`src/rtl/caldac_pkg.sv`:
```
`timescale 1ns/1ps
package caldac_pkg;
   typedef enum logic [1:0] {
      SQ_ARB   = 2'd0,
      SQ_PREP  = 2'd1,
      SQ_SHIFT = 2'd2,
      SQ_IDLE  = 2'd3
   } seq_state_t;

   typedef enum logic [1:0] {
      SH_IDLE   = 2'd0,
      SH_LOW    = 2'd1,
      SH_HIGH   = 2'd2,
      SH_STROBE = 2'd3
   } sh_state_t;
endpackage

```
`src/rtl/caldac_shadow.sv`:
```
`timescale 1ns/1ps
module caldac_shadow #(
   parameter int CHAN_W   = 4,
   parameter int VAL_W    = 8,
   parameter int NUM_CHAN = 12
) (
   input  logic              clk,
   input  logic              rst_n,
   input  logic              wr_en,
   input  logic [CHAN_W-1:0] wr_chan,
   input  logic [VAL_W-1:0]  wr_val,
   input  logic [CHAN_W-1:0] rd_chan,
   output logic [VAL_W-1:0]  rd_val,
   input  logic [CHAN_W-1:0] cmp_chan,
   input  logic [VAL_W-1:0]  cmp_val,
   output logic              cmp_eq
);
   localparam logic [VAL_W-1:0] MID = {1'b1, {(VAL_W-1){1'b0}}};

   logic [VAL_W-1:0] mem [NUM_CHAN];

   for (genvar g = 0; g < NUM_CHAN; g++) begin : g_ch
      localparam logic [CHAN_W-1:0] IDX = CHAN_W'(g);
      always_ff @(posedge clk or negedge rst_n) begin
         if (!rst_n)
            mem[g] <= MID;
         else if (wr_en && wr_chan == IDX)
            mem[g] <= wr_val;
      end
   end

   always_comb begin
      rd_val = '0;
      cmp_eq = 1'b0;
      for (int i = 0; i < NUM_CHAN; i++) begin
         if (rd_chan == CHAN_W'(i))
            rd_val = mem[i];
         if (cmp_chan == CHAN_W'(i))
            cmp_eq = (mem[i] == cmp_val);
      end
   end
endmodule

```
`src/rtl/caldac_shifter.sv`:
```
`timescale 1ns/1ps
module caldac_shifter
   import caldac_pkg::*;
#(
   parameter int FRAME_W   = 12,
   parameter int PHASE_CYC = 2
) (
   input  logic               clk,
   input  logic               rst_n,
   input  logic               start,
   input  logic [FRAME_W-1:0] frame,
   output logic               sclk,
   output logic               sdata,
   output logic               load,
   output logic               done
);
   localparam int IDX_W = $clog2(FRAME_W);
   localparam int CNT_W = (PHASE_CYC > 1) ? $clog2(PHASE_CYC) : 1;
   localparam logic [CNT_W-1:0] CNT_END = CNT_W'(PHASE_CYC - 1);
   localparam logic [IDX_W-1:0] IDX_TOP = IDX_W'(FRAME_W - 1);

   sh_state_t          state;
   logic [CNT_W-1:0]   cnt;
   logic [IDX_W-1:0]   idx;
   logic [FRAME_W-1:0] shreg;
   logic               phase_end;

   assign phase_end = (cnt == CNT_END);

   always_ff @(posedge clk or negedge rst_n) begin
      if (!rst_n) begin
         state <= SH_IDLE;
         cnt   <= '0;
         idx   <= '0;
         shreg <= '0;
      end else begin
         case (state)
            SH_IDLE: if (start) begin
               shreg <= frame;
               idx   <= IDX_TOP;
               cnt   <= '0;
               state <= SH_LOW;
            end
            SH_LOW: if (phase_end) begin
               cnt   <= '0;
               state <= SH_HIGH;
            end else cnt <= cnt + 1'b1;
            SH_HIGH: if (phase_end) begin
               cnt <= '0;
               if (idx == '0) state <= SH_STROBE;
               else begin
                  idx   <= idx - 1'b1;
                  state <= SH_LOW;
               end
            end else cnt <= cnt + 1'b1;
            SH_STROBE: if (phase_end) begin
               cnt   <= '0;
               state <= SH_IDLE;
            end else cnt <= cnt + 1'b1;
            default: state <= SH_IDLE;
         endcase
      end
   end

   assign sclk  = (state == SH_HIGH);
   assign sdata = (state == SH_LOW || state == SH_HIGH) ? shreg[idx] : 1'b0;
   assign load  = (state == SH_STROBE);
   assign done  = (state == SH_STROBE) && phase_end;
endmodule

```
`src/rtl/caldac_seq.sv`:
```
`timescale 1ns/1ps
module caldac_seq
   import caldac_pkg::*;
#(
   parameter int CHAN_W         = 4,
   parameter int VAL_W          = 8,
   parameter int NUM_CHAN       = 12,
   parameter int PHASE_CYC      = 2,
   parameter bit SKIP_REDUNDANT = 1'b1
) (
   input  logic                    clk,
   input  logic                    rst_n,
   input  logic                    req_valid,
   input  logic [CHAN_W-1:0]       req_chan,
   input  logic [VAL_W-1:0]        req_value,
   input  logic                    match,
   input  logic                    bus_gnt,
   output logic                    bus_req,
   output logic                    busy,
   output logic                    own,
   output logic                    sh_start,
   output logic [CHAN_W+VAL_W-1:0] sh_frame,
   input  logic                    sh_done,
   output logic                    wr_en,
   output logic [CHAN_W-1:0]       wr_chan,
   output logic [VAL_W-1:0]        wr_val
);
   localparam int CNT_W = (PHASE_CYC > 1) ? $clog2(PHASE_CYC) : 1;
   localparam logic [CNT_W-1:0]  CNT_END  = CNT_W'(PHASE_CYC - 1);
   localparam logic [CHAN_W:0]   CH_LIMIT = (CHAN_W+1)'(NUM_CHAN);
   localparam logic [CHAN_W-1:0] LAST_CH  = CHAN_W'(NUM_CHAN - 1);
   localparam logic [VAL_W-1:0]  MID      = {1'b1, {(VAL_W-1){1'b0}}};

   seq_state_t        state;
   logic              init_mode;
   logic [CHAN_W-1:0] cur_chan;
   logic [VAL_W-1:0]  cur_val;
   logic [CNT_W-1:0]  pcnt;
   logic              chan_ok;
   logic              skip;

   assign chan_ok = ({1'b0, req_chan} < CH_LIMIT);

   if (SKIP_REDUNDANT) begin : g_skip
      assign skip = match;
   end else begin : g_noskip
      assign skip = 1'b0;
   end

   always_ff @(posedge clk or negedge rst_n) begin
      if (!rst_n) begin
         state     <= SQ_ARB;
         init_mode <= 1'b1;
         cur_chan  <= '0;
         cur_val   <= MID;
         pcnt      <= '0;
      end else begin
         case (state)
            SQ_IDLE: if (req_valid && chan_ok && !skip) begin
               cur_chan <= req_chan;
               cur_val  <= req_value;
               state    <= SQ_ARB;
            end
            SQ_ARB: if (bus_gnt) begin
               pcnt  <= '0;
               state <= SQ_PREP;
            end
            SQ_PREP: if (pcnt == CNT_END) begin
               pcnt  <= '0;
               state <= SQ_SHIFT;
            end else pcnt <= pcnt + 1'b1;
            SQ_SHIFT: if (sh_done) begin
               if (init_mode && cur_chan != LAST_CH) begin
                  cur_chan <= cur_chan + 1'b1;
                  state    <= SQ_ARB;
               end else begin
                  init_mode <= 1'b0;
                  state     <= SQ_IDLE;
               end
            end
            default: state <= SQ_IDLE;
         endcase
      end
   end

   assign busy     = (state != SQ_IDLE);
   assign bus_req  = (state != SQ_IDLE);
   assign own      = (state == SQ_PREP) || (state == SQ_SHIFT);
   assign sh_start = (state == SQ_PREP) && (pcnt == CNT_END);
   assign sh_frame = {cur_chan, cur_val};
   assign wr_en    = (state == SQ_SHIFT) && sh_done;
   assign wr_chan  = cur_chan;
   assign wr_val   = cur_val;
endmodule

```
`src/rtl/caldac_loader.sv`:
```
`timescale 1ns/1ps
module caldac_loader #(
   parameter int CHAN_W         = 4,
   parameter int VAL_W          = 8,
   parameter int NUM_CHAN       = 12,
   parameter int PHASE_CYC      = 2,
   parameter bit SKIP_REDUNDANT = 1'b1
) (
   input  logic              clk,
   input  logic              rst_n,
   input  logic              req_valid,
   input  logic [CHAN_W-1:0] req_chan,
   input  logic [VAL_W-1:0]  req_value,
   output logic              busy,
   input  logic [CHAN_W-1:0] rd_chan,
   output logic [VAL_W-1:0]  rd_value,
   output logic              bus_req,
   input  logic              bus_gnt,
   input  logic              ext_sclk,
   input  logic              ext_sdata,
   input  logic              ext_cs,
   input  logic              ext_wp_rel,
   output logic              ser_clk,
   output logic              ser_data,
   output logic              eep_cs,
   output logic              eep_wp_rel,
   output logic              dac_load
);
   localparam int FRAME_W = CHAN_W + VAL_W;

   if (NUM_CHAN < 1 || NUM_CHAN > (1 << CHAN_W)) begin : g_bad_chan
      initial $fatal(1, "caldac_loader: NUM_CHAN out of range for CHAN_W");
   end
   if (PHASE_CYC < 1 || VAL_W < 2) begin : g_bad_timing
      initial $fatal(1, "caldac_loader: PHASE_CYC or VAL_W too small");
   end

   logic               own;
   logic               match;
   logic               sh_start;
   logic               sh_done;
   logic [FRAME_W-1:0] sh_frame;
   logic               sh_sclk;
   logic               sh_sdata;
   logic               wr_en;
   logic [CHAN_W-1:0]  wr_chan;
   logic [VAL_W-1:0]   wr_val;

   caldac_shadow #(
      .CHAN_W(CHAN_W), .VAL_W(VAL_W), .NUM_CHAN(NUM_CHAN)
   ) u_shadow (
      .clk(clk), .rst_n(rst_n),
      .wr_en(wr_en), .wr_chan(wr_chan), .wr_val(wr_val),
      .rd_chan(rd_chan), .rd_val(rd_value),
      .cmp_chan(req_chan), .cmp_val(req_value), .cmp_eq(match)
   );

   caldac_seq #(
      .CHAN_W(CHAN_W), .VAL_W(VAL_W), .NUM_CHAN(NUM_CHAN),
      .PHASE_CYC(PHASE_CYC), .SKIP_REDUNDANT(SKIP_REDUNDANT)
   ) u_seq (
      .clk(clk), .rst_n(rst_n),
      .req_valid(req_valid), .req_chan(req_chan), .req_value(req_value),
      .match(match), .bus_gnt(bus_gnt), .bus_req(bus_req),
      .busy(busy), .own(own),
      .sh_start(sh_start), .sh_frame(sh_frame), .sh_done(sh_done),
      .wr_en(wr_en), .wr_chan(wr_chan), .wr_val(wr_val)
   );

   caldac_shifter #(
      .FRAME_W(FRAME_W), .PHASE_CYC(PHASE_CYC)
   ) u_shift (
      .clk(clk), .rst_n(rst_n),
      .start(sh_start), .frame(sh_frame),
      .sclk(sh_sclk), .sdata(sh_sdata), .load(dac_load), .done(sh_done)
   );

   always_comb begin
      if (own) begin
         ser_clk    = sh_sclk;
         ser_data   = sh_sdata;
         eep_cs     = 1'b0;
         eep_wp_rel = 1'b0;
      end else begin
         ser_clk    = ext_sclk;
         ser_data   = ext_sdata;
         eep_cs     = ext_cs;
         eep_wp_rel = ext_wp_rel;
      end
   end
endmodule

```
`config.mk`:
```
export PLATFORM = sky130hd
export DESIGN_NAME = caldac_loader
export DESIGN_NICKNAME = d
export VERILOG_FILES = /design/src/rtl/caldac_pkg.sv /design/src/rtl/caldac_shadow.sv /design/src/rtl/caldac_shifter.sv /design/src/rtl/caldac_seq.sv /design/src/rtl/caldac_loader.sv
export SDC_FILE = /design/constraint.sdc
export NUM_CORES = 1
export LEC_CHECK = 0
export ABC_AREA = 1
export ABC_CLOCK_PERIOD_IN_PS = 5000
export BUFFER_PORTS_ARGS = -buffer_cell sky130_fd_sc_hd__buf_2
export CORE_ASPECT_RATIO = 1.4
export CORE_UTILIZATION = 53
export DETAILED_ROUTE_END_ITERATION = 8
export GPL_TIMING_DRIVEN = 0
export PLACE_DENSITY = 0.71
export SLEW_MARGIN = 20
export SYNTH_ARGS = -nofsm -noshare
export SYNTH_HDL_FRONTEND = slang
export SYNTH_SLANG_ARGS = --single-unit
```
`constraint.sdc`:
```
create_clock -name clk -period 5 [get_ports clk]
set_clock_uncertainty 0.1 [all_clocks]
set_input_delay 0.75 -clock clk [delete_from_list [all_inputs] [get_ports clk]]
set_output_delay 0.75 -clock clk [all_outputs]
set_load 0.01 [all_outputs]
```
Word-level counts from Yosys, hierarchy flattened

Cells that the tools add are included.

Flip-flop bits (word level): 131
Input bits: 24
Output and inout bits: 15
Logic and storage cells: 187

Add/sub/neg operators: 4
Magnitude comparators: 2
Equal/unequal tests: 63
Mux-type cells: 57
Bitwise operators: 1
Reductions and logical operators: 39

Operator list:

| operator            | number |
|---|---|
| $eq 8x8->1          | 12 |
| $mux 8              | 12 |
| $eq 4x3->1 const B  | 12 |
| $eq 4x4->1 const B  | 12 |
| $eq 4x2->1 const B  | 6 |
| $mux 4              | 6 |
| $mux 1              | 22 |
| $mux 2              | 10 |
| $logic_and 1x1->1   | 18 |
| $logic_not 4->1     | 4 |
| $pmux 2 s4          | 2 |
| $pmux 4 s2          | 2 |
| $reduce_and 4->1    | 4 |
| $ne 2x1->1 const B  | 7 |
| $eq 4x1->1 const B  | 3 |
| $eq 2x2->1 const B  | 4 |
| $ne 2x2->1 const B  | 4 |
| $reduce_and 2->1    | 3 |
| $reduce_bool 2->1   | 3 |
| $lt 4x5->1 const B  | 1 |
| $add 4x1->4 const B | 1 |
| $bmux 1 s4          | 1 |
| $eq 2x1->1 const B  | 2 |
| $logic_not 2->1     | 2 |
| other kinds (10)    | 13 |

Logic depth before layout (Yosys ltp)

Depth after elaboration: 17
Depth in mapped cells: 18
Gate-level depth less buffers: 17

Modules after synthesis

Synthesis repeated with hierarchy kept, for this count alone.

Cell total of the unflattened synthesis: 1057
Area total of the unflattened synthesis: 7941.4 um^2

Modules (own cells, without submodules):

| module         | instances | cells each | area each (um^2) |
|---|---|---|---|
| caldac_shadow  | 1         | 798        | 5786.8 |
| caldac_seq     | 1         | 129        | 1057.3 |
| caldac_shifter | 1         | 119        | 1056.0 |
| caldac_loader  | 1         | 11         | 41.3 |

Worst setup path before layout

OpenSTA, ideal clock, no wires.

Kind: in2out
Start: in rd_chan[0]
End: out rd_value[0]
Data arrival time: 1.833 ns
Data required time: 4.150 ns
Path slack: 2.317 ns
Stages on the path: 12
Buffers on the path: 0
Path through: inv_1 nor2_1 nand2_1 o22ai_1 a21oi_1 o221ai_1 nor2_1 o21ai_0 a21oi_1 o21ai_0 nor2_1 o211ai_1

Word-level cells in the longest chain between the ends: 13
Elaborated cells between the ends (all ways): 24
Classes of those cells: eq/ne (11); mux (12); reduce/logical (1)

Ends and longest elaborated chain:

| what                  | RTL line            | RTL |
|---|---|---|
| from (decl)           | caldac_loader.sv:15 | `input logic [CHAN_W-1:0] rd_chan,` |
| $logic_not 4->1       | caldac_shadow.sv:36 | `if (rd_chan == CHAN_W'(i))` |
| $mux 8 (11 in series) | caldac_shadow.sv:36 |  |
| $mux 8 (*)            | caldac_shadow.sv:36 |  |
| to (decl)             | caldac_loader.sv:16 | `output logic [VAL_W-1:0] rd_value,` |

Mark *: on every way between the ends. The rest lies on a longest branch, timed or not.

Worst setup path after layout

Start: in rd_chan[0]
End: out rd_value[2]

Same word-level chain as after synthesis.

==> flow_summary.ini <==
[placed_design]
gp_congestion = 0.988
port_buffers = 35
post-place-ws_ns = 1.43
place_hpwl_um = 17700

[global_route]
grt_pass1_wl_um = 38000
antenna_found_initial = 0
grt_max_degree = 75
grt_pass1_vias = 7012
grt_overflow = 0
grtUsageTotal_pct = 35.7

[synthesis]
synthCells = 1039
synth_edf_count = 0
ys_types = 32
synth_xor_area_share_pct = 4.95
ys_seq_area_share_pct = 43.3
synth-seq-cells = 131
synth_compound_area_share_pct = 16.4
synth_top_area_share_pct = 38.5
synth-main-ff-cell = dfrtp_1
synth_top_family_by_area = simple AND/OR/NAND/NOR gates
synth_top_area_cell = dfrtp_1
yosys_warnings = 0
yosysMostFrequentCell = nand2_1
synth.avg_cell_area_sq_um = 7.32
synth_area_sq_um = 7610
synth_area_leaders = dfrtp_1 (38%), nand2_1 (12%), o21ai_0 (8.6%)
syn_nets = 1078
synth_fa_ha_area_share_pct = 2.47
synthSimpleGateAreaFrac_pct = 23.4
synth_common_cells = nand2_1 (249), inv_1 (138), o21ai_0 (131)
synthArstFlopShare_pct = 100
synth.area.mux_share_pct = 0

[run]
maxCapViolCount = 0

[sta]
whs_ns = 0.200
fin_ws_ns = 1.24
grt_setup_unrepaired = false
final-max-slew-violation-count = 0
maxSlewHeadroom_pct = 37.9
hold_violations = 0
max_freq_ghz = 0.266
post-route-period-util_pct = 75.3
setup_tns_ns = 0
min_period_ns = 3.76
setup_viol = 0
worst_pin_slew_ns = 0.932

[power]
peakVddDrop_mv = 0.329
leakage_uw = 0.00386
power_density_nw_per_um2 = 464

[finish]
fill_cells = 1279
multi_input_area_sq_um = 3600
antenna-diode-count = 0
syn_to_final_growth_pct = 14.1
final_nets = 1133
seqCellArea_sq_um = 3300
drive_above_1_share_pct = 9.39

[setup_path]
crit_start = rd_chan[0]
required_ns = 4.15
timing.rr.start = u_seq.state[0]
cp_data_arrival_time_ns = 2.91
cp_max_fo = 8
start_kind = input pin
critPathKind = in2out
cp-end-kind = output port

[clock_network]
ctsLongestPathBuffers = 2
cts_tree = yes
cts.htree.levels = 4
clkTransAtPathRegs_ns = 0.05
ctsHoldBuffers = 0
clk_latency_ns = 0.43
cts_setup_buffers = 0
clock_sinks = 131
cts_buffers = 17
cts_resized = 0
cts_root_buf = clkbuf_16

[detailed_routing]
initialDrtViolationCount = 583
wirelength_um = 24400
drt_pass1_iterations = 6
vias = 7329
post_drt_wl_per_cell_um = 18.9
drc = 0
via_per_inst = 5.67
drtAntennaViolNets = 0

[floorplan]
initial_utilization_pct = 54.4
die_x_um = 103
rows = 51
die_h_um = 144
ios = 39
dieArea_sq_um = 14800
coreArea_sq_um = 14000

[status]
status = completed

[min_path]
hp-class = in2async
==> critical path: stages <==
cell	delay, ns
buf_2	0.12
inv_1	0.06
nor2_1	0.05
nand2_1	0.24
o22ai_1	0.12
a21oi_1	0.18
o221ai_1	0.15
nor2_1	0.24
o21ai_0	0.23
a21oi_1	0.16
o21ai_0	0.15
nor2_1	0.16
o211ai_1	0.13
buf_2	0.16
==> cells in the final DEF (no fill, tap or decap), types with 2 or more instances in the layout <==
| cell type | instances |
|---|---|
| buf_4 | 6 |
| clkbuf_8 | 2 |
| nor4_2 | 2 |
| nor2_1 | 125 |
| bufinv_16 | 4 |
| buf_2 | 39 |
| o2111ai_1 | 7 |
| nand2_1 | 249 |
| o21ai_0 | 131 |
| clkinv_2 | 6 |
| inv_2 | 4 |
| o22ai_1 | 18 |
| dfstp_2 | 14 |
| o211ai_1 | 4 |
| dfrtp_1 | 117 |
| xor2_1 | 19 |
| o21ai_1 | 8 |
| buf_1 | 2 |
| inv_1 | 138 |
| nand4_1 | 15 |
| nand2_2 | 3 |
| clkbuf_16 | 17 |
| nand3_1 | 27 |
| a21oi_1 | 49 |
| clkbuf_1 | 25 |
| xnor2_1 | 24 |
| o221ai_1 | 8 |
| buf_6 | 2 |
| ha_1 | 15 |
| nor4_1 | 7 |
| nor3_1 | 11 |
==> per-layer routing <==
layer	vias to the layer above	wire length [um]	GRT usage [%]
li1	3463	-	-
met1	3455	9450	43.5
met2	327	11800	58.3
met3	84	1840	7.88
met4	0	1320	19.0
met5	-	0	0
==> logic make-up after synthesis <==
family                     after synthesis
adders and majority gates               15
and+or+nand+nor                        441
DFF                                    131
xor gates and xnor gates                43
buffers and inverters                  180
AOI/OAI and AO/OA                      229
==> power breakdown <==
part,leakage (uW),switching (uW),internal [uW],total [uW]
Sequential,0.00172,176,1290,1470
Combinational,0.00183,856,383,1240
Clock,0.000306,472,854,1330
Total,0.00386,1500,2530,4030
==> area by class of cell <==
type,instances,area share [%]
clock buffers,21,5.30
clock inverters,11,1.82
flip-flops and latches,131,38.0
multi-input cells,728,41.5
inverters,142,6.14
plain buffers,38,2.15
well taps,185,2.67
repair buffers,36,2.45
==> metrics by stage <==
step / power (uW) / std cells / utilization (%) / instance area [sq um]
after CTS: 4030 / 1292 / 62.1 / 8680
after global placement: 2670 / 1259 / 57.3 / 8010
after detailed placement: 2710 / 1260 / 57.7 / 8060
after floorplan: 2250 / 1039 / - / 7610
final: 4030 / 1292 / 62.1 / 8680
after global routing: 4250 / 1292 / 62.1 / 8680
==> flip-flops by register name, summed over array words and instances (netlist names) <==
register,count
u_shadow.mem,96
u_seq.init_mode,1
u_seq.state,2
u_shift.cnt,1
u_seq.pcnt,1
u_shift.idx,4
u_seq.wr_val,8
u_seq.wr_chan,4
u_shift.state,2
u_shift.shreg,12
==> worst paths after layout <==
check / to / slack [ns] / cells after the start
max in group asynchronous: u_shadow.mem[87] / 3.84 / 2
hold / removal: u_shift.shreg[4] / 0.20 / 1
hold reg to reg: u_seq.init_mode / 0.34 / 2
setup reg to reg: u_shadow.mem[1] / 2.23 / 7
min in group clk: u_seq.init_mode / 0.34 / 2
setup / recovery: rd_value[2] / 1.24 / 14
No activity file was read; power rests on OpenSTA's default activity.
